[config.mk]
export PLATFORM = sky130hd
export DESIGN_NAME = spi_adc_reader
export DESIGN_NICKNAME = d
export VERILOG_FILES = /design/src/rtl/spi_adc_pkg.sv /design/src/rtl/spi_adc_timer.sv /design/src/rtl/spi_adc_capture.sv /design/src/rtl/spi_adc_seq.sv /design/src/rtl/spi_adc_reader.sv
export SDC_FILE = /design/constraint.sdc
export NUM_CORES = 1
export LEC_CHECK = 0
export ABC_AREA = 1
export BUFFER_PORTS_ARGS = -buffer_cell sky130_fd_sc_hd__buf_4
export CELL_PAD_IN_SITES_DETAIL_PLACEMENT = 0
export CELL_PAD_IN_SITES_GLOBAL_PLACEMENT = 1
export CORE_MARGIN = 1
export CORE_UTILIZATION = 41
export CTS_BUF_LIST = sky130_fd_sc_hd__clkbuf_4
export DETAILED_ROUTE_END_ITERATION = 12
export MAX_ROUTING_LAYER = met4
export PLACE_DENSITY = 0.85
export SLEW_MARGIN = 30
export SYNTH_ARGS = -nofsm -noshare
export SYNTH_HDL_FRONTEND = slang
export SYNTH_SLANG_ARGS = --single-unit
export TNS_END_PERCENT = 30
[constraint.sdc]
create_clock -name clk -period 2.2 [get_ports clk]
set_input_delay 0.44 -clock clk [delete_from_list [all_inputs] [get_ports clk]]
set_output_delay 0.44 -clock clk [all_outputs]
set_load 0.05 [all_outputs]
[src/rtl/spi_adc_pkg.sv]
package spi_adc_pkg;

    typedef enum logic [2:0] {
        ST_IDLE,
        ST_LEAD,
        ST_CLK_LO,
        ST_CLK_HI,
        ST_GAP,
        ST_FINISH
    } seq_state_t;

    // alignment: bits discarded below the sample in each capture mode
    localparam int SHIFT_FALL = 2;
    localparam int SHIFT_RISE = 3;

endpackage

[src/rtl/spi_adc_timer.sv]
module spi_adc_timer #(
    parameter int HALF_DIV = 8
) (
    input  logic clk,
    input  logic rst_n,
    input  logic load,
    input  logic load_long,
    output logic expired
);
    localparam int TMR_W = (2 * HALF_DIV > 1) ? $clog2(2 * HALF_DIV) : 1;
    localparam logic [TMR_W-1:0] HALF_LAST = TMR_W'(HALF_DIV - 1);
    localparam logic [TMR_W-1:0] FULL_LAST = TMR_W'(2 * HALF_DIV - 1);

    logic [TMR_W-1:0] cnt;

    always_ff @(posedge clk or negedge rst_n) begin
        if (!rst_n) begin
            cnt <= '0;
        end else if (load) begin
            cnt <= load_long ? FULL_LAST : HALF_LAST;
        end else if (cnt != '0) begin
            cnt <= cnt - 1'b1;
        end
    end

    assign expired = (cnt == '0);

endmodule

[src/rtl/spi_adc_capture.sv]
module spi_adc_capture #(
    parameter int SAMPLE_W = 12
) (
    input  logic                clk,
    input  logic                rst_n,
    input  logic                clear,
    input  logic                cap_en,
    input  logic                miso,
    input  logic                mode,
    input  logic                emit,
    output logic [SAMPLE_W-1:0] sample,
    output logic                sample_valid
);
    import spi_adc_pkg::*;

    // keep only as many captured bits as the wider alignment needs
    localparam int KEEP_W = SAMPLE_W + SHIFT_RISE;

    logic [KEEP_W-1:0]   shreg;
    logic [SAMPLE_W-1:0] aligned;

    always_ff @(posedge clk or negedge rst_n) begin
        if (!rst_n) begin
            shreg <= '0;
        end else if (clear) begin
            shreg <= '0;
        end else if (cap_en) begin
            shreg <= {shreg[KEEP_W-2:0], miso};
        end
    end

    generate
        if (SHIFT_RISE > SHIFT_FALL) begin : g_align
            always_comb begin
                if (mode) begin
                    aligned = shreg[SAMPLE_W+SHIFT_RISE-1:SHIFT_RISE];
                end else begin
                    aligned = shreg[SAMPLE_W+SHIFT_FALL-1:SHIFT_FALL];
                end
            end
        end else begin : g_align_eq
            assign aligned = shreg[SAMPLE_W+SHIFT_RISE-1:SHIFT_RISE];
        end
    endgenerate

    always_ff @(posedge clk or negedge rst_n) begin
        if (!rst_n) begin
            sample       <= '0;
            sample_valid <= 1'b0;
        end else begin
            sample_valid <= emit;
            if (emit) begin
                sample <= aligned;
            end
        end
    end

endmodule

[src/rtl/spi_adc_seq.sv]
module spi_adc_seq #(
    parameter int FRAME_BITS = 16,
    parameter int PD_BITS    = 8,
    parameter int CNT_W      = 8
) (
    input  logic             clk,
    input  logic             rst_n,
    input  logic             start,
    input  logic [CNT_W-1:0] count,
    input  logic             phase_mode,
    input  logic             pd_req,
    input  logic             tmr_expired,
    output logic             tmr_load,
    output logic             tmr_long,
    output logic             cap_clear,
    output logic             cap_en,
    output logic             cap_emit,
    output logic             mode_q,
    output logic             cs_n,
    output logic             sclk,
    output logic             busy,
    output logic             done
);
    import spi_adc_pkg::*;

    localparam int BIT_W = (FRAME_BITS > 1) ? $clog2(FRAME_BITS) : 1;
    localparam logic [BIT_W-1:0] LAST_DATA = BIT_W'(FRAME_BITS - 1);
    localparam logic [BIT_W-1:0] LAST_PD   = BIT_W'(PD_BITS - 1);

    seq_state_t       state, state_n;
    logic [BIT_W-1:0] bit_cnt;
    logic [CNT_W-1:0] remain;
    logic             pd_pend;
    logic             pd_frame;

    logic             accept;
    logic [CNT_W-1:0] src_rem;
    logic             src_pd;
    logic             enter_lead;
    logic             last_clk;
    logic             fall_edge;
    logic             rise_edge;

    assign accept   = (state == ST_IDLE) && start;
    assign src_rem  = (state == ST_IDLE) ? (phase_mode ? CNT_W'(1) : count) : remain;
    assign src_pd   = (state == ST_IDLE) ? pd_req : pd_pend;
    assign last_clk = (bit_cnt == (pd_frame ? LAST_PD : LAST_DATA));

    // next-state logic
    always_comb begin
        state_n = state;
        unique case (state)
            ST_IDLE: begin
                if (start) begin
                    if (src_rem != '0 || src_pd) state_n = ST_LEAD;
                    else                         state_n = ST_FINISH;
                end
            end
            ST_LEAD:   if (tmr_expired) state_n = ST_CLK_LO;
            ST_CLK_LO: if (tmr_expired) state_n = ST_CLK_HI;
            ST_CLK_HI: begin
                if (tmr_expired) state_n = last_clk ? ST_GAP : ST_CLK_LO;
            end
            ST_GAP: begin
                if (tmr_expired) begin
                    state_n = (remain != '0 || pd_pend) ? ST_LEAD : ST_FINISH;
                end
            end
            ST_FINISH: state_n = ST_IDLE;
            default:   state_n = ST_IDLE;
        endcase
    end

    assign enter_lead = (state_n == ST_LEAD) && (state != ST_LEAD);
    assign fall_edge  = (state == ST_LEAD || state == ST_CLK_HI) && (state_n == ST_CLK_LO);
    assign rise_edge  = (state == ST_CLK_LO) && (state_n == ST_CLK_HI);

    assign tmr_load  = (state_n != state);
    assign tmr_long  = (state_n == ST_GAP);
    assign cap_clear = enter_lead;
    assign cap_en    = !pd_frame && (mode_q ? rise_edge : fall_edge);
    assign cap_emit  = !pd_frame && (state == ST_CLK_HI) && (state_n == ST_GAP);

    // state register and command bookkeeping
    always_ff @(posedge clk or negedge rst_n) begin
        if (!rst_n) begin
            state    <= ST_IDLE;
            bit_cnt  <= '0;
            remain   <= '0;
            pd_pend  <= 1'b0;
            pd_frame <= 1'b0;
            mode_q   <= 1'b0;
        end else begin
            state <= state_n;
            if (accept) begin
                mode_q <= phase_mode;
            end
            if (enter_lead) begin
                bit_cnt <= '0;
                if (src_rem != '0) begin
                    remain   <= src_rem - 1'b1;
                    pd_pend  <= src_pd;
                    pd_frame <= 1'b0;
                end else begin
                    remain   <= '0;
                    pd_pend  <= 1'b0;
                    pd_frame <= 1'b1;
                end
            end else begin
                if (accept) begin
                    remain  <= src_rem;
                    pd_pend <= src_pd;
                end
                if (state == ST_CLK_HI && state_n == ST_CLK_LO) begin
                    bit_cnt <= bit_cnt + 1'b1;
                end
            end
        end
    end

    // registered pin outputs
    always_ff @(posedge clk or negedge rst_n) begin
        if (!rst_n) begin
            cs_n <= 1'b1;
            sclk <= 1'b1;
            busy <= 1'b0;
            done <= 1'b0;
        end else begin
            cs_n <= !(state_n == ST_LEAD || state_n == ST_CLK_LO || state_n == ST_CLK_HI);
            sclk <= (state_n != ST_CLK_LO);
            busy <= (state_n != ST_IDLE);
            done <= (state_n == ST_FINISH);
        end
    end

endmodule

[src/rtl/spi_adc_reader.sv]
module spi_adc_reader #(
    parameter int HALF_DIV   = 8,
    parameter int FRAME_BITS = 16,
    parameter int PD_BITS    = 8,
    parameter int SAMPLE_W   = 12,
    parameter int CNT_W      = 8
) (
    input  logic                clk,
    input  logic                rst_n,
    input  logic                start,
    input  logic [CNT_W-1:0]    count,
    input  logic                phase_mode,
    input  logic                pd_req,
    input  logic                miso,
    output logic                cs_n,
    output logic                sclk,
    output logic [SAMPLE_W-1:0] sample,
    output logic                sample_valid,
    output logic                busy,
    output logic                done
);
    logic tmr_expired;
    logic tmr_load;
    logic tmr_long;
    logic cap_clear;
    logic cap_en;
    logic cap_emit;
    logic mode_q;

    spi_adc_timer #(
        .HALF_DIV (HALF_DIV)
    ) u_timer (
        .clk       (clk),
        .rst_n     (rst_n),
        .load      (tmr_load),
        .load_long (tmr_long),
        .expired   (tmr_expired)
    );

    spi_adc_seq #(
        .FRAME_BITS (FRAME_BITS),
        .PD_BITS    (PD_BITS),
        .CNT_W      (CNT_W)
    ) u_seq (
        .clk         (clk),
        .rst_n       (rst_n),
        .start       (start),
        .count       (count),
        .phase_mode  (phase_mode),
        .pd_req      (pd_req),
        .tmr_expired (tmr_expired),
        .tmr_load    (tmr_load),
        .tmr_long    (tmr_long),
        .cap_clear   (cap_clear),
        .cap_en      (cap_en),
        .cap_emit    (cap_emit),
        .mode_q      (mode_q),
        .cs_n        (cs_n),
        .sclk        (sclk),
        .busy        (busy),
        .done        (done)
    );

    spi_adc_capture #(
        .SAMPLE_W (SAMPLE_W)
    ) u_capture (
        .clk          (clk),
        .rst_n        (rst_n),
        .clear        (cap_clear),
        .cap_en       (cap_en),
        .miso         (miso),
        .mode         (mode_q),
        .emit         (cap_emit),
        .sample       (sample),
        .sample_valid (sample_valid)
    );

endmodule

==> summary.txt, run 1 <==
Final layout
  • Area of the multi-input gates: 0.001421 mm2
  • Reg area: about 0.0014 mm2
  • Finished Layout Cells: 537
  • Layout Area Growth over Synthesis: 23.25%
  • ANT cells: 0
  • Fill cells: 664
  • Final Util: 0.5321
  • Nets@finish: 458
  • Layout cell share with drive strength beyond 1: 0.2721
  • Post-Layout Inst Area: 0.003695 mm2

Timing
  • Slew HR: 0.5446
  • Fin crit share: 0.9448
  • Setup-failing EPs final: 0
  • FMAX: 481.1 MHz
  • Min Tclk post-route: a little over 2 ns
  • Skew final: 0.02412 ns
  • Worst Tran Pin Value: between 0.6 and 0.7 ns
  • Setup_tns: 0 ns
  • Pins Over Slew Limit: 0
  • Hold Violations, Final: 0

Synthesis
  • Register area share after synthesis: 0.4516
  • Synth Instances: 378
  • Post-synth EDFFs: 0
  • Syn Nets: 396
  • Post-Synth XOR/XNOR Area: 0.008765
  • Compound-gate portion of the synthesized area: 0.1423
  • Synth async-reset ratio: 1.000
  • Post-Synth Simple-Gate Area: 0.2817
  • Yosys warns: 0
  • Post-Syn Area: about 0.003 mm2
  • Mean Syn Cell Area: 7.931 um2
  • Adder-Cell Fraction of Synth Area: 0.01669
  • Synthesis-stage register bit count: 54
  • Synth cell types: 37
  • Mux cell area share after synthesis: 0
  • Most used flip-flop cell after synthesis: dfrtp_1
  • Largest family of logic cells by synthesized area: simple AND/OR/NAND/NOR gates

Route
  • WL/cell: about 13 um
  • Initial DRC Count: 96
  • Avg Vias per Cell: 4.806
  • Post-DRT Antenna Nets: 0
  • Drt pass-1 iters: 4
  • Routed vias: around 2600
  • Drt drc: 0
  • WL final: 6737 um

Clock network
  • Clk slew on worst S/H paths: 0.15 ns
  • Clock latency on the worst-skew pair: between 0.3 and 0.4 ns
  • CTS tree: built
  • CTS H-tree depth: 2
  • Maximum buffer depth of the clock tree: 2
  • CTS Buf Count: 5
  • # clock sinks: 54
  • CTS root buffer: clkbuf_4

Global route
  • Global-route wire length before repair: between 10000 and 15000 um
  • Initial antenna violation count: 0
  • Via count of the first global-routing pass: 2505
  • GR Util All Layers: 0.1984
  • Largest net degree at the start of global routing: 55
  • GRT overflow: 0

Floorplanning
  • Starting density of the core: 0.4317
  • Vert. Die Dim: between 80 and 90 um
  • Die width: a little under 90 um
  • Num rows: 30
  • Die area: 0.007658 mm2
  • Core outline area: 0.006944 mm2
  • Io pins: 31

Place
  • RD Place Congestion: 0.8347
  • Inst Count DP: 524
  • Placed Area: 0.003512 mm2
  • DP HPWL: around 5000 um
  • I/O Buffers: 30

Worst setup path
  • Kind of critical path: flop to flop
  • FF-to-FF Start: u_seq.state[0]$_DFF_PN0_
  • Crit path DAT: 2.34 ns
  • CP Max Fanout: 8
  • Crit. Startpoint: u_seq.state[0]$_DFF_PN0_
  • Crit. End Element: flop
  • CP Data Required Time: approximately 2.5 ns
  • Worst setup SP type: flop

Job
  • Max-cap check violation count: 0

Power
  • Worst vdd ir: 923.4 uV
  • Lkg Pwr: about 1.9 nW
  • Overall Power: just under 5 mW
  • P per Cell Area: 1332 mW/mm2

Status
  • Status: finished clean

Worst hold path
  • Worst min-delay path class: input pin to asynchronous set/reset pin
[logic make-up after synthesis]
group                    Yosys count
XOR/XNOR                           3
flip-flops                        54
adder cells (fa/ha/maj)            4
AND/OR/NAND/NOR                  177
buffers and inverters             70
AO/OA/AOI/OAI                     70
[area by class of cell]
cell class / count / share of cell area
clock buffer: 6 / 0.01219
sequential: 54 / 0.3664
timing repair buffer: 65 / 0.1375
multi-input combinational: 254 / 0.3847
tap: 96 / 0.03251
clock inverter: 2 / 0.003725
inverter: 60 / 0.06299
[report_power, final]
| part | switching (mW) | leakage, nW | total [mW] | internal, mW |
|---|---|---|---|---|
| registers | 0.117 | 0.721 | 1.30 | 1.18 |
| clock network | 0.311 | 0.0360 | 0.452 | 0.141 |
| logic | 1.89 | 1.09 | 3.17 | 1.28 |
| total | 2.32 | 1.85 | 4.92 | 2.60 |
[layout by cell type, fill, tap and decap left out, types with 2 or more instances in the layout]
cell type	count
clkbuf_4	6
buf_6	2
o211ai_1	12
inv_4	3
nor3_1	3
o21ai_2	7
buf_4	62
nand2_1	83
nand3b_1	4
inv_1	54
nand2_2	10
o21ai_1	12
ha_2	2
nand2_4	4
xnor2_1	2
dfrtp_1	52
ha_1	2
nand4_1	5
a21oi_4	2
inv_2	3
nand3_2	3
nor2_4	4
nor2_2	3
dfstp_2	2
nand2_8	2
o21ai_0	26
nand3_1	29
nor2_1	24
a21oi_1	8
[per-stage QoR]
step           hold slack (ns)  setup slack (ns)
2_1_floorplan           0.1444          0.001026
3_5_place_dp            0.4871          0.004482
3_3_place_gp            0.4863           0.08463
4_1_cts                0.09580          0.005179
5_1_grt                 0.1181         -0.007973
6_report               0.08093            0.1215
[repair_timing]
| action | CTS | global route |
|---|---|---|
| endpoints found under the setup margin | 0 | 40 |
| setup buffers | 0 | 5 |
| hold buffers | 0 | 0 |
| gates resized for setup | 0 | 27 |
[worst paths after layout]
| kind | end | slack, ns | cells past startpoint |
|---|---|---|---|
| min in group clk | u_capture.shreg[0]$_DFFE_PN0P_ | 0.34 | 3 |
| max in group asynchronous | u_seq.remain[0]$_DFFE_PN0P_ | 1.64 | 1 |
| worst min-delay path | u_timer.cnt[1]$_DFFE_PN0P_ | 0.08 | 1 |
| worst min register to register | u_capture.sample[3]$_DFFE_PN0P_ | 0.52 | 2 |
| worst max-delay path | u_seq.remain[0]$_DFFE_PN0P_ | 0.12 | 16 |
| worst max register to register | u_seq.remain[0]$_DFFE_PN0P_ | 0.12 | 16 |
[synth_stat cells (2+ instances only)]
cell type  instances  share of area
nand3_1           31          0.052
ha_1               4          0.017
nand2_1           87           0.11
nand3b_1           4          0.010
clkbuf_1           3         0.0038
o21ai_1            7          0.012
buf_6              3          0.011
o211ai_1          12          0.030
dfrtp_1           52           0.43
inv_1             55          0.069
nor2_4             3          0.011
nor2_1            27          0.034
nor3_1             3         0.0050
nand2_2            8          0.017
o21ai_2            7          0.020
o21ai_0           31          0.052
dfstp_2            2          0.018
nand4_1            5          0.010
nand2_4            3          0.011
xnor2_1            2         0.0058
inv_2              4         0.0050
buf_4              2         0.0050
a21oi_1            9          0.015
[per-layer routing]
metal  track usage  routed length [um]  part of all wire  vias up
met1        0.2639                3323              0.49     1198
li1              -                   -                 -     1349
met4       0.04769                  67            0.0099        0
met5             -                   0                 0        -
met2        0.3153                3150              0.47       27
met3       0.03507                 196             0.029        7
[worst max-delay path: stages, from the launching register on]
cell     delay, ns
dfrtp_1       0.44
nor2_4        0.15
nand2_4       0.09
nand2_2       0.07
nand2_1       0.07
inv_1         0.08
ha_2          0.17
nand3_2       0.09
nor2_4        0.14
nand3_2       0.09
nand2_4       0.12
inv_4         0.06
nand2_8       0.09
buf_12        0.11
nand2_8       0.07
nand2_2       0.06
nand2_1       0.04
[registers in the layout, indices dropped and copies added, names as in the netlist, 3 cells and up]
register	cells
u_seq.remain	8
u_seq.state	3
u_capture.shreg	15
u_timer.cnt	4
u_capture.sample	12
u_seq.bit_cnt	4
No activity file was read; power rests on OpenSTA's default activity.
==> inputs of run 2 (changes only) <==
--- a/config.mk
+++ b/config.mk
@@ -6,13 +6,14 @@
 export NUM_CORES = 1
 export LEC_CHECK = 0
 export ABC_AREA = 1
-export BUFFER_PORTS_ARGS = -buffer_cell sky130_fd_sc_hd__buf_4
 export CELL_PAD_IN_SITES_DETAIL_PLACEMENT = 0
 export CELL_PAD_IN_SITES_GLOBAL_PLACEMENT = 1
+export CORE_ASPECT_RATIO = 0.8
 export CORE_MARGIN = 1
-export CORE_UTILIZATION = 41
+export CORE_UTILIZATION = 44
 export CTS_BUF_LIST = sky130_fd_sc_hd__clkbuf_4
 export DETAILED_ROUTE_END_ITERATION = 12
+export DONT_BUFFER_PORTS = 1
 export MAX_ROUTING_LAYER = met4
 export PLACE_DENSITY = 0.85
 export SLEW_MARGIN = 30
==> run 2 against run 1 <==
Sequential power is 13% higher. Highest routed layer unchanged. Count of clock-buffer cells in the layout stayed put. Critical endpoint is now u_timer.cnt[0]$_DFFE_PN0P_. Flip-flop and latch count stayed put.
==> summary.txt, run 2 (synthesized netlist as in run 1, its figures left out) <==
Worst setup path
  • Kind of critical path: flop to flop
  • Worst setup SP type: flop
  • Buffers & Inverters on Critical Path: 4 (+1)
  • Slowest cell on crit path: dfrtp_1
  • Cell Chain, Critical Path: nor2_4 -> nand2_4 -> inv_4 -> o21ai_1 -> inv_1 -> ha_1 -> nand3_2 -> nor2_4 -> nand3_2 -> nand2_4 -> inv_2 -> buf_4 -> a21oi_4 -> o21ai_1
  • FF-to-FF Start: u_seq.state[1]$_DFF_PN0_
  • Family with the most delay on the worst path: simple AND/OR/NAND/NOR gates
  • CP peak stage delay: 0.44 ns (about the same)
  • Crit. End Element: flop
  • FF-to-FF End: u_timer.cnt[0]$_DFFE_PN0P_
  • CP Max Fanout: 5 (-3)
  • Crit path DAT: 2.34 ns (about the same)
  • R2r setup slk: 0.14 ns (+0.02 ns)
  • CP Data Required Time: 2.48 ns (+0.02 ns)
  • Worst reg-to-reg path cell count: 14 (-2)

Route
  • Drt drc: 0 (unchanged)
  • WL final: 6561 um (-2.6%)
  • Routed vias: 2507 (-2.9%)
  • Initial DRC Count: 165 (+72%)
  • Avg Vias per Cell: 5.106 (+6.2%)
  • WL/cell: 13.36 um (+6.5%)
  • Post-DRT Antenna Nets: 0 (unchanged)
  • Drt pass-1 iters: 6 (+2)

Power
  • Worst vdd ir: 674.0 uV (-27%)
  • Lkg Pwr: 1.692 nW (-8.6%)
  • Overall Power: 4.780 mW (-2.8%)
  • P per Cell Area: 1380 mW/mm2 (+3.6%)

Worst hold path
  • Hold path start: miso
  • Worst min-delay path class: input pin to flop
  • Hold Path End: u_capture.shreg[0]$_DFFE_PN0P_
  • Worst Hold Depth: 2

Timing
  • Final WS setup: 0.1393 ns (+0.01780 ns)
  • Hold Violations, Final: 0 (unchanged)
  • Pins Over Slew Limit: 0 (unchanged)
  • Min Tclk post-route: 2.061 ns (-0.01780 ns)
  • Slew HR: 0.6746 (+0.1300)
  • Setup-failing EPs final: 0 (unchanged)
  • Fin crit share: 0.9367 (-0.008089)
  • Skew final: 0.009209 ns (-0.01492 ns)
  • Worst Tran Pin Value: 0.4881 ns (-0.1949 ns)
  • Unrepaired setup endpoints after global routing: true
  • FMAX: 485.3 MHz (+0.86%)

Final layout
  • Largest register FFs: 15 (unchanged)
  • Area of the multi-input gates: 0.001416 mm2 (-0.35%)
  • Fill cells: 621 (-6.5%)
  • Regs by FF count: u_capture.shreg x15, u_capture.sample x12, u_seq.remain x8
  • Layout cell share with drive strength beyond 1: 0.2039 (-0.06818)
  • Commonest non-fill, non-tap cell in the layout: nand2_1
  • Reg area: 0.001354 mm2 (unchanged)
  • Reg with most FFs: u_capture.shreg
  • Layout Area Growth over Synthesis: 15.57%
  • Nets@finish: 424 (-7.4%)
  • ANT cells: 0 (unchanged)
  • Most frequent cells in the layout: 84 x nand2_1, 53 x inv_1, 52 x dfrtp_1

Global route
  • GRT overflow: 0 (unchanged)
  • Largest net degree at the start of global routing: 55 (unchanged)
  • Global-route wire length before repair: 10780 um (-5.0%)
  • GR Util All Layers: 0.2053 (+0.006924)
  • Initial antenna violation count: 0 (unchanged)
  • Via count of the first global-routing pass: 2194 (-12%)

Place
  • Dpl ws: 0.04591 ns (+0.04143 ns)
  • RD Place Congestion: 1.006 (+21%)
  • I/O Buffers: 0 (-100%)
  • DP HPWL: 4765 um (-4.3%)

Clock network
  • CTS H-tree depth: 2 (unchanged)
  • # clock sinks: 54 (unchanged)
  • Maximum buffer depth of the clock tree: 2 (unchanged)
  • CTS root buffer: clkbuf_4
  • Clock latency on the worst-skew pair: 0.38 ns (about the same)
  • CTS Buf Count: 5 (unchanged)
  • Clk slew on worst S/H paths: 0.14 ns (about the same)
  • CTS tree: built

Floorplanning
  • Io pins: 31 (unchanged)
  • Vert. Die Dim: 75.83 um (-13%)
  • Die area: 0.007150 mm2 (-6.6%)
  • Starting density of the core: 0.4631 (+0.03137)
  • Core outline area: 0.006474 mm2 (-6.8%)
  • Num rows: 26 (-13%)
  • Die width: 94.29 um (+7.7%)

Status
  • Status: finished clean

Job
  • Max-cap check violation count: 0 (unchanged)
run 2: cell count changes in the layout (fill, tap and decap cells not counted), moves of 2 or more:
| cell | before | now |
|---|---|---|
| buf_6 | 2 | 0 |
| ha_2 | 2 | 0 |
| buf_4 | 62 | 27 |
| ha_1 | 2 | 4 |
| inv_2 | 3 | 5 |
run 2: power breakdown:
part           switching (mW)  internal [mW]  total, mW  leakage (nW)
clock network           0.309          0.249      0.558        0.0433
registers               0.293           1.18       1.47         0.721
logic                    1.68           1.07       2.75         0.927
run 2: timing repair:
item                                   4_1_cts  5_1_grt
endpoints found under the hold margin       54        0
hold buffers                                 2        0
setup buffers                                0        3
gates resized for setup                      0       24
setup endpoints to repair                    0       37
run 2: per-stage QoR:
step / instances / util / instance area [um2] / hold WS, ns / TNS, ns
final: 491 / 0.5352 / 3465 / 0.1878 / 0
after global routing: 491 / 0.5352 / 3465 / 0.1793 / -0.01865
after CTS: 488 / 0.5207 / 3371 / 0.2035 / 0
after detailed placement: 478 / 0.5027 / 3254 / 0.1457 / 0
after global placement: 478 / 0.5027 / 3254 / 0.1457 / 0
after floorplan: 378 / - / 2998 / 0.1444 / 0
run 2: layout make-up:
type | count | share of cell area
inverters | 60 | 0.06645
flip-flops and latches | 54 | 0.3908
well taps | 84 | 0.03034
multi-input cells | 254 | 0.4088
clock inverters | 2 | 0.009751
clock buffers | 6 | 0.01300
repair buffers | 31 | 0.08090
run 2: worst max path at each step:
stage,from,to,slack [ns],cells after the start
after floorplan,u_seq.state[1]$_DFF_PN0_,u_capture.shreg[14]$_DFFE_PN0P_,0.001,17
final,u_seq.state[1]$_DFF_PN0_,u_timer.cnt[0]$_DFFE_PN0P_,0.14,14
after global placement,u_timer.cnt[0]$_DFFE_PN0P_,u_capture.shreg[11]$_DFFE_PN0P_,0.09,14
after CTS,u_seq.state[1]$_DFF_PN0_,u_timer.cnt[0]$_DFFE_PN0P_,0.02,14
after detailed placement,u_timer.cnt[0]$_DFFE_PN0P_,u_capture.shreg[11]$_DFFE_PN0P_,0.05,14
after global routing,u_timer.cnt[0]$_DFFE_PN0P_,u_capture.shreg[14]$_DFFE_PN0P_,-0.02,13
run 2: worst reg2reg max path, delay by kind of cell (launching register included):
kind                       cells  cell delay [ns]
AOI/OAI and AO/OA              3             0.32
adders and majority gates      1             0.16
buffers and inverters          4             0.38
DFF                            1             0.44
and+or+nand+nor                6             0.67
run 2: metal layers:
metal,routed length [um],vias up,global-route usage,share of wire
met5,0,-,-,0
met4,46,0,0.03590,0.0070
met3,565,6,0.05389,0.086
met2,2705,75,0.2850,0.41
met1,3243,1141,0.3008,0.49
li1,-,1285,-,-
==> inputs of run 3 (changes only) <==
--- a/config.mk
+++ b/config.mk
@@ -19,5 +19,6 @@
 export SLEW_MARGIN = 30
 export SYNTH_ARGS = -nofsm -noshare
 export SYNTH_HDL_FRONTEND = slang
+export SYNTH_HIERARCHICAL = 1
 export SYNTH_SLANG_ARGS = --single-unit
 export TNS_END_PERCENT = 30
==> run 3 against run 2 <==
The flow now finishes with violations (negative setup slack). Total power shrank 69%. Clock power shrank 20%. Design area grew 9.0%. Count of clock-buffer cells in the layout shrank 1. Via count grew 4.9%. Sequential share of layout area shrank 3.2 points. Register-to-register slack lost 0.19 ns. Synthesized cell count grew 3.2%. Wire length grew 10%. Critical path depth grew 2. Flip-flop and latch count is the same. Critical endpoint is now u_capture/sample[8]$_DFFE_PN0P_. Largest power group is now sequential cells.
==> summary.txt, run 3 <==
Worst setup path
  • Crit path DAT: 2.57 ns (+0.23 ns)
  • Worst setup SP type: flop
  • FF-to-FF End: u_capture/sample[8]$_DFFE_PN0P_
  • Worst reg-to-reg path cell count: 16 (+2)
  • Slowest cell on crit path: dfrtp_1
  • Buffers & Inverters on Critical Path: 6 (+2)
  • CP peak stage delay: 0.41 ns (-0.03 ns)
  • CP dominant cell by count: inv_2
  • FF-to-FF Start: u_timer/cnt[1]$_DFFE_PN0P_
  • Family with the most delay on the worst path: simple AND/OR/NAND/NOR gates
  • Crit. End Element: flop
  • Kind of critical path: flop to flop
  • Worst path depth: 16 (+2)
  • Cell Chain, Critical Path: inv_1 -> ha_2 -> nand3_2 -> inv_2 -> inv_2 -> nor2_1 -> nand2_1 -> a21oi_2 -> a21oi_4 -> nand2_2 -> inv_2 -> nor4_4 -> buf_6 -> buf_6 -> nand3_1 -> nand2_1
  • R2r setup slk: -0.05 ns (-0.19 ns)
  • CP Max Fanout: 6 (+1)
  • CP Data Required Time: 2.52 ns (+0.04 ns)

Status
  • Status: finished, violations left
  • Violated checks: negative setup slack

Power
  • Internal Power: 1.133 mW (-55%)
  • Clock Power Share: 0.301 (+0.184)
  • Worst vdd ir: 249.9 uV (-63%)
  • Net Sw Power: 0.3472 mW (-85%)
  • P per Cell Area: 392.1 mW/mm2 (-72%)
  • Flop pwr share: 0.674 (+0.366)
  • Lkg Pwr: 1.870 nW (+11%)
  • Switch share: 0.2345 (-0.2419)
  • Logic gate share of total power: 0.025 (-0.550)

Clock network
  • Clock latency on the worst-skew pair: 0.38 ns (about the same)
  • CTS H-tree depth: 2 (unchanged)
  • CTS tree: built
  • # clock sinks: 54 (unchanged)
  • Clk slew on worst S/H paths: 0.15 ns (about the same)
  • CTS Buf Count: 5 (unchanged)
  • Maximum buffer depth of the clock tree: 2 (unchanged)
  • CTS root buffer: clkbuf_4

Synthesis
  • Post-Syn Area: 0.003004 mm2 (+0.21%)
  • Largest cells by area after synthesis: dfrtp_1 43%, nand2_1 15%, nand3_1 7.8%
  • Mean Syn Cell Area: 7.703 um2 (-2.9%)
  • Post-Synth XOR/XNOR Area: 0.01749 (+0.008728)
  • Most used flip-flop cell after synthesis: dfrtp_1
  • Adder-Cell Fraction of Synth Area: 0.01666 (-0.00003477)
  • Synthesis-stage register bit count: 54 (unchanged)
  • Post-synth EDFFs: 0 (unchanged)
  • Register area share after synthesis: 0.4506 (-0.0009404)
  • Most common cell in the netlist: nand2_1
  • Yosys warns: 6 (+6)
  • Post-synth top cells: 120 x nand2_1, 52 x dfrtp_1, 47 x nand3_1
  • Synth async-reset ratio: 1.000 (unchanged)
  • Mux cell area share after synthesis: 0 (unchanged)
  • Syn Nets: 408 (+3.0%)
  • Post-Synth Simple-Gate Area: 0.3424 (+0.06064)
  • Synth area leader: dfrtp_1
  • Synth Instances: 390 (+3.2%)
  • Largest family of logic cells by synthesized area: simple AND/OR/NAND/NOR gates
  • Post-synth top area share: 0.4332 (-0.0009039)
  • Synth cell types: 33 (-11%)
  • Compound-gate portion of the synthesized area: 0.08205 (-0.06027)

Global route
  • GR Util All Layers: 0.2116 (+0.006288)
  • Via count of the first global-routing pass: 2400 (+9.4%)
  • Global-route wire length before repair: 11540 um (+7.0%)
  • Largest net degree at the start of global routing: 55 (unchanged)
  • Initial antenna violation count: 0 (unchanged)
  • GRT overflow: 0 (unchanged)

Timing
  • Pins Over Slew Limit: 0 (unchanged)
  • Skew final: 0.01381 ns (+0.004599 ns)
  • FMAX: 445.1 MHz (-8.3%)
  • Setup-failing EPs final: 10 (+10)
  • Slew HR: 0.6662 (-0.008325)
  • Worst Tran Pin Value: 0.5006 ns (+0.01249 ns)
  • Final WS setup: -0.04677 ns (-0.1861 ns)
  • Hold Violations, Final: 0 (unchanged)
  • Unrepaired setup endpoints after global routing: true
  • Min Tclk post-route: 2.247 ns (+0.1861 ns)
  • Fin crit share: 1.021 (+0.08459)

Floorplanning
  • Starting density of the core: 0.4617 (-0.001354)
  • Io pins: 31 (unchanged)
  • Die area: 0.007164 mm2 (+0.20%)
  • Num rows: 26 (unchanged)
  • Vert. Die Dim: 75.91 um (about the same)
  • Die width: 94.38 um (+0.10%)
  • Core outline area: 0.006506 mm2 (+0.50%)

Route
  • Routed vias: 2629 (+4.9%)
  • WL/cell: 13.83 um (+3.5%)
  • Drt pass-1 iters: 4 (-2)
  • WL final: 7219 um (+10%)
  • Post-DRT Antenna Nets: 0 (unchanged)
  • Avg Vias per Cell: 5.036 (-1.4%)
  • Initial DRC Count: 184 (+12%)
  • Drt drc: 0 (unchanged)

Final layout
  • Finished Layout Cells: 522 (+6.3%)
  • Most frequent cells in the layout: 112 x nand2_1, 51 x dfrtp_1, 38 x inv_1
  • Nets@finish: 455 (+7.3%)
  • Regs by FF count: u_capture/shreg x15, u_capture/sample x12, u_seq/remain x8
  • Post-Layout Inst Area: 0.003776 mm2 (+9.0%)
  • Commonest non-fill, non-tap cell in the layout: nand2_1
  • Reg with most FFs: u_capture/shreg
  • Layout cell share with drive strength beyond 1: 0.3105 (+0.1066)
  • ANT cells: 0 (unchanged)
  • Layout Area Growth over Synthesis: 25.70%
  • Largest register FFs: 15 (unchanged)

Place
  • DP HPWL: 4986 um (+4.6%)
  • RD Place Congestion: 0.8588 (-15%)
  • Placed Area: 0.003361 mm2 (+3.3%)
  • I/O Buffers: 0 (unchanged)
  • Inst Count DP: 499 (+4.4%)

Worst hold path
  • Worst min-delay path class: input pin to flop
  • Hold path start: miso
  • Hold Path End: u_capture/shreg[0]$_DFFE_PN0P_
  • Worst Hold Depth: 2 (unchanged)

Job
  • Max-cap check violation count: 0 (unchanged)
## run 3: cell count changes in the layout (fill, tap and decap cells not counted), sizes merged, moves of 3 or more
cell and change:
a21oi -3, buf +17, inv -7, nand2 +31
nand3 +17, nand3b -3, nand4 -4, nor2 +3
o211ai -10, o21ai -16, xor2 +4
## run 3: metrics by stage
step	hold slack, ns	TNS [ns]	setup slack [ns]	util	power, mW
after global placement	0.1461	-0.3482	-0.04101	0.5165	1.026
final	0.2050	-0.2415	-0.04677	0.5804	1.481
after global routing	0.1921	-4.187	-0.2024	0.5804	1.556
after floorplan	0.1444	-2.627	-0.1337	-	1.023
after detailed placement	0.1456	-0.6247	-0.06285	0.5165	1.026
after CTS	0.1937	-0.005861	-0.005861	0.5350	1.509
## run 3: worst max-delay path by stage
stage                                     startpoint                                to  slack (ns)
after global placement      u_seq/state[1]$_DFF_PN0_  u_capture/sample[11]$_DFFE_PN0P_       -0.04
after detailed placement    u_seq/state[1]$_DFF_PN0_  u_capture/sample[11]$_DFFE_PN0P_       -0.06
after floorplan             u_seq/state[0]$_DFF_PN0_   u_capture/sample[0]$_DFFE_PN0P_       -0.13
after CTS                   u_seq/state[0]$_DFF_PN0_  u_capture/sample[11]$_DFFE_PN0P_      -0.006
after global routing      u_timer/cnt[1]$_DFFE_PN0P_   u_capture/sample[9]$_DFFE_PN0P_       -0.20
final                     u_timer/cnt[1]$_DFFE_PN0P_   u_capture/sample[8]$_DFFE_PN0P_       -0.05
## run 3: final cells by class
| cell class | instances | area (um2) |
|---|---|---|
| fillers | 605 | 2730 |
| multi-input cells | 274 | 1580 |
| flip-flops and latches | 54 | 1355 |
| repair buffers | 49 | 466.7 |
| inverters | 53 | 211.5 |
| well taps | 84 | 105.1 |
| clock buffers | 5 | 37.54 |
| clock inverters | 3 | 20.02 |
## run 3: per-layer routing
metal	global-route usage	up-vias	part of all wire
met5	-	-	0
met4	0.04615	0	0.0065
met3	0.03916	7	0.043
met2	0.3022	55	0.47
met1	0.3112	1232	0.48
li1	-	1335	-
## run 3: worst reg2reg max path, cell delays in order, from the launching register on
cell and delay (ns):
dfrtp_1 0.41, inv_1 0.06, ha_2 0.18, nand3_2 0.08, inv_2 0.10, inv_2 0.06
nor2_1 0.08, nand2_1 0.10, a21oi_2 0.24, a21oi_4 0.06, nand2_2 0.09, inv_2 0.05
nor4_4 0.25, buf_6 0.17, buf_6 0.13, nand3_1 0.08, nand2_1 0.07
## run 3: repair_timing
action / in CTS / in global routing
buffers inserted: 2 / 9
pin swaps: 0 / 28
gates resized for setup: 4 / 57
setup endpoints to repair: 23 / 38
cloned: 0 / 2
hold buffers: 2 / 0
endpoints found under the hold margin: 54 / 0
## run 3: power by group through the flow
stage	clock network (mW)	registers (mW)	logic [mW]
3_5_place_dp	0	1.02	0.0105
5_1_grt	0.513	0.999	0.0443
3_3_place_gp	0	1.02	0.0101
6_report	0.445	0.998	0.0374
2_1_floorplan	0	1.02	0.00717
4_1_cts	0.473	0.998	0.0385
## run 3: cell families (layout without fill, tap and decap cells)
| kind of cell | count (synthesis) | in the layout |
|---|---|---|
| simple gates | 225 | 225 |
| buf+inv | 62 | 110 |
| flops | 54 | 54 |
| compound gates | 39 | 39 |
| xor+xnor | 6 | 6 |
| fa+ha+maj | 4 | 4 |
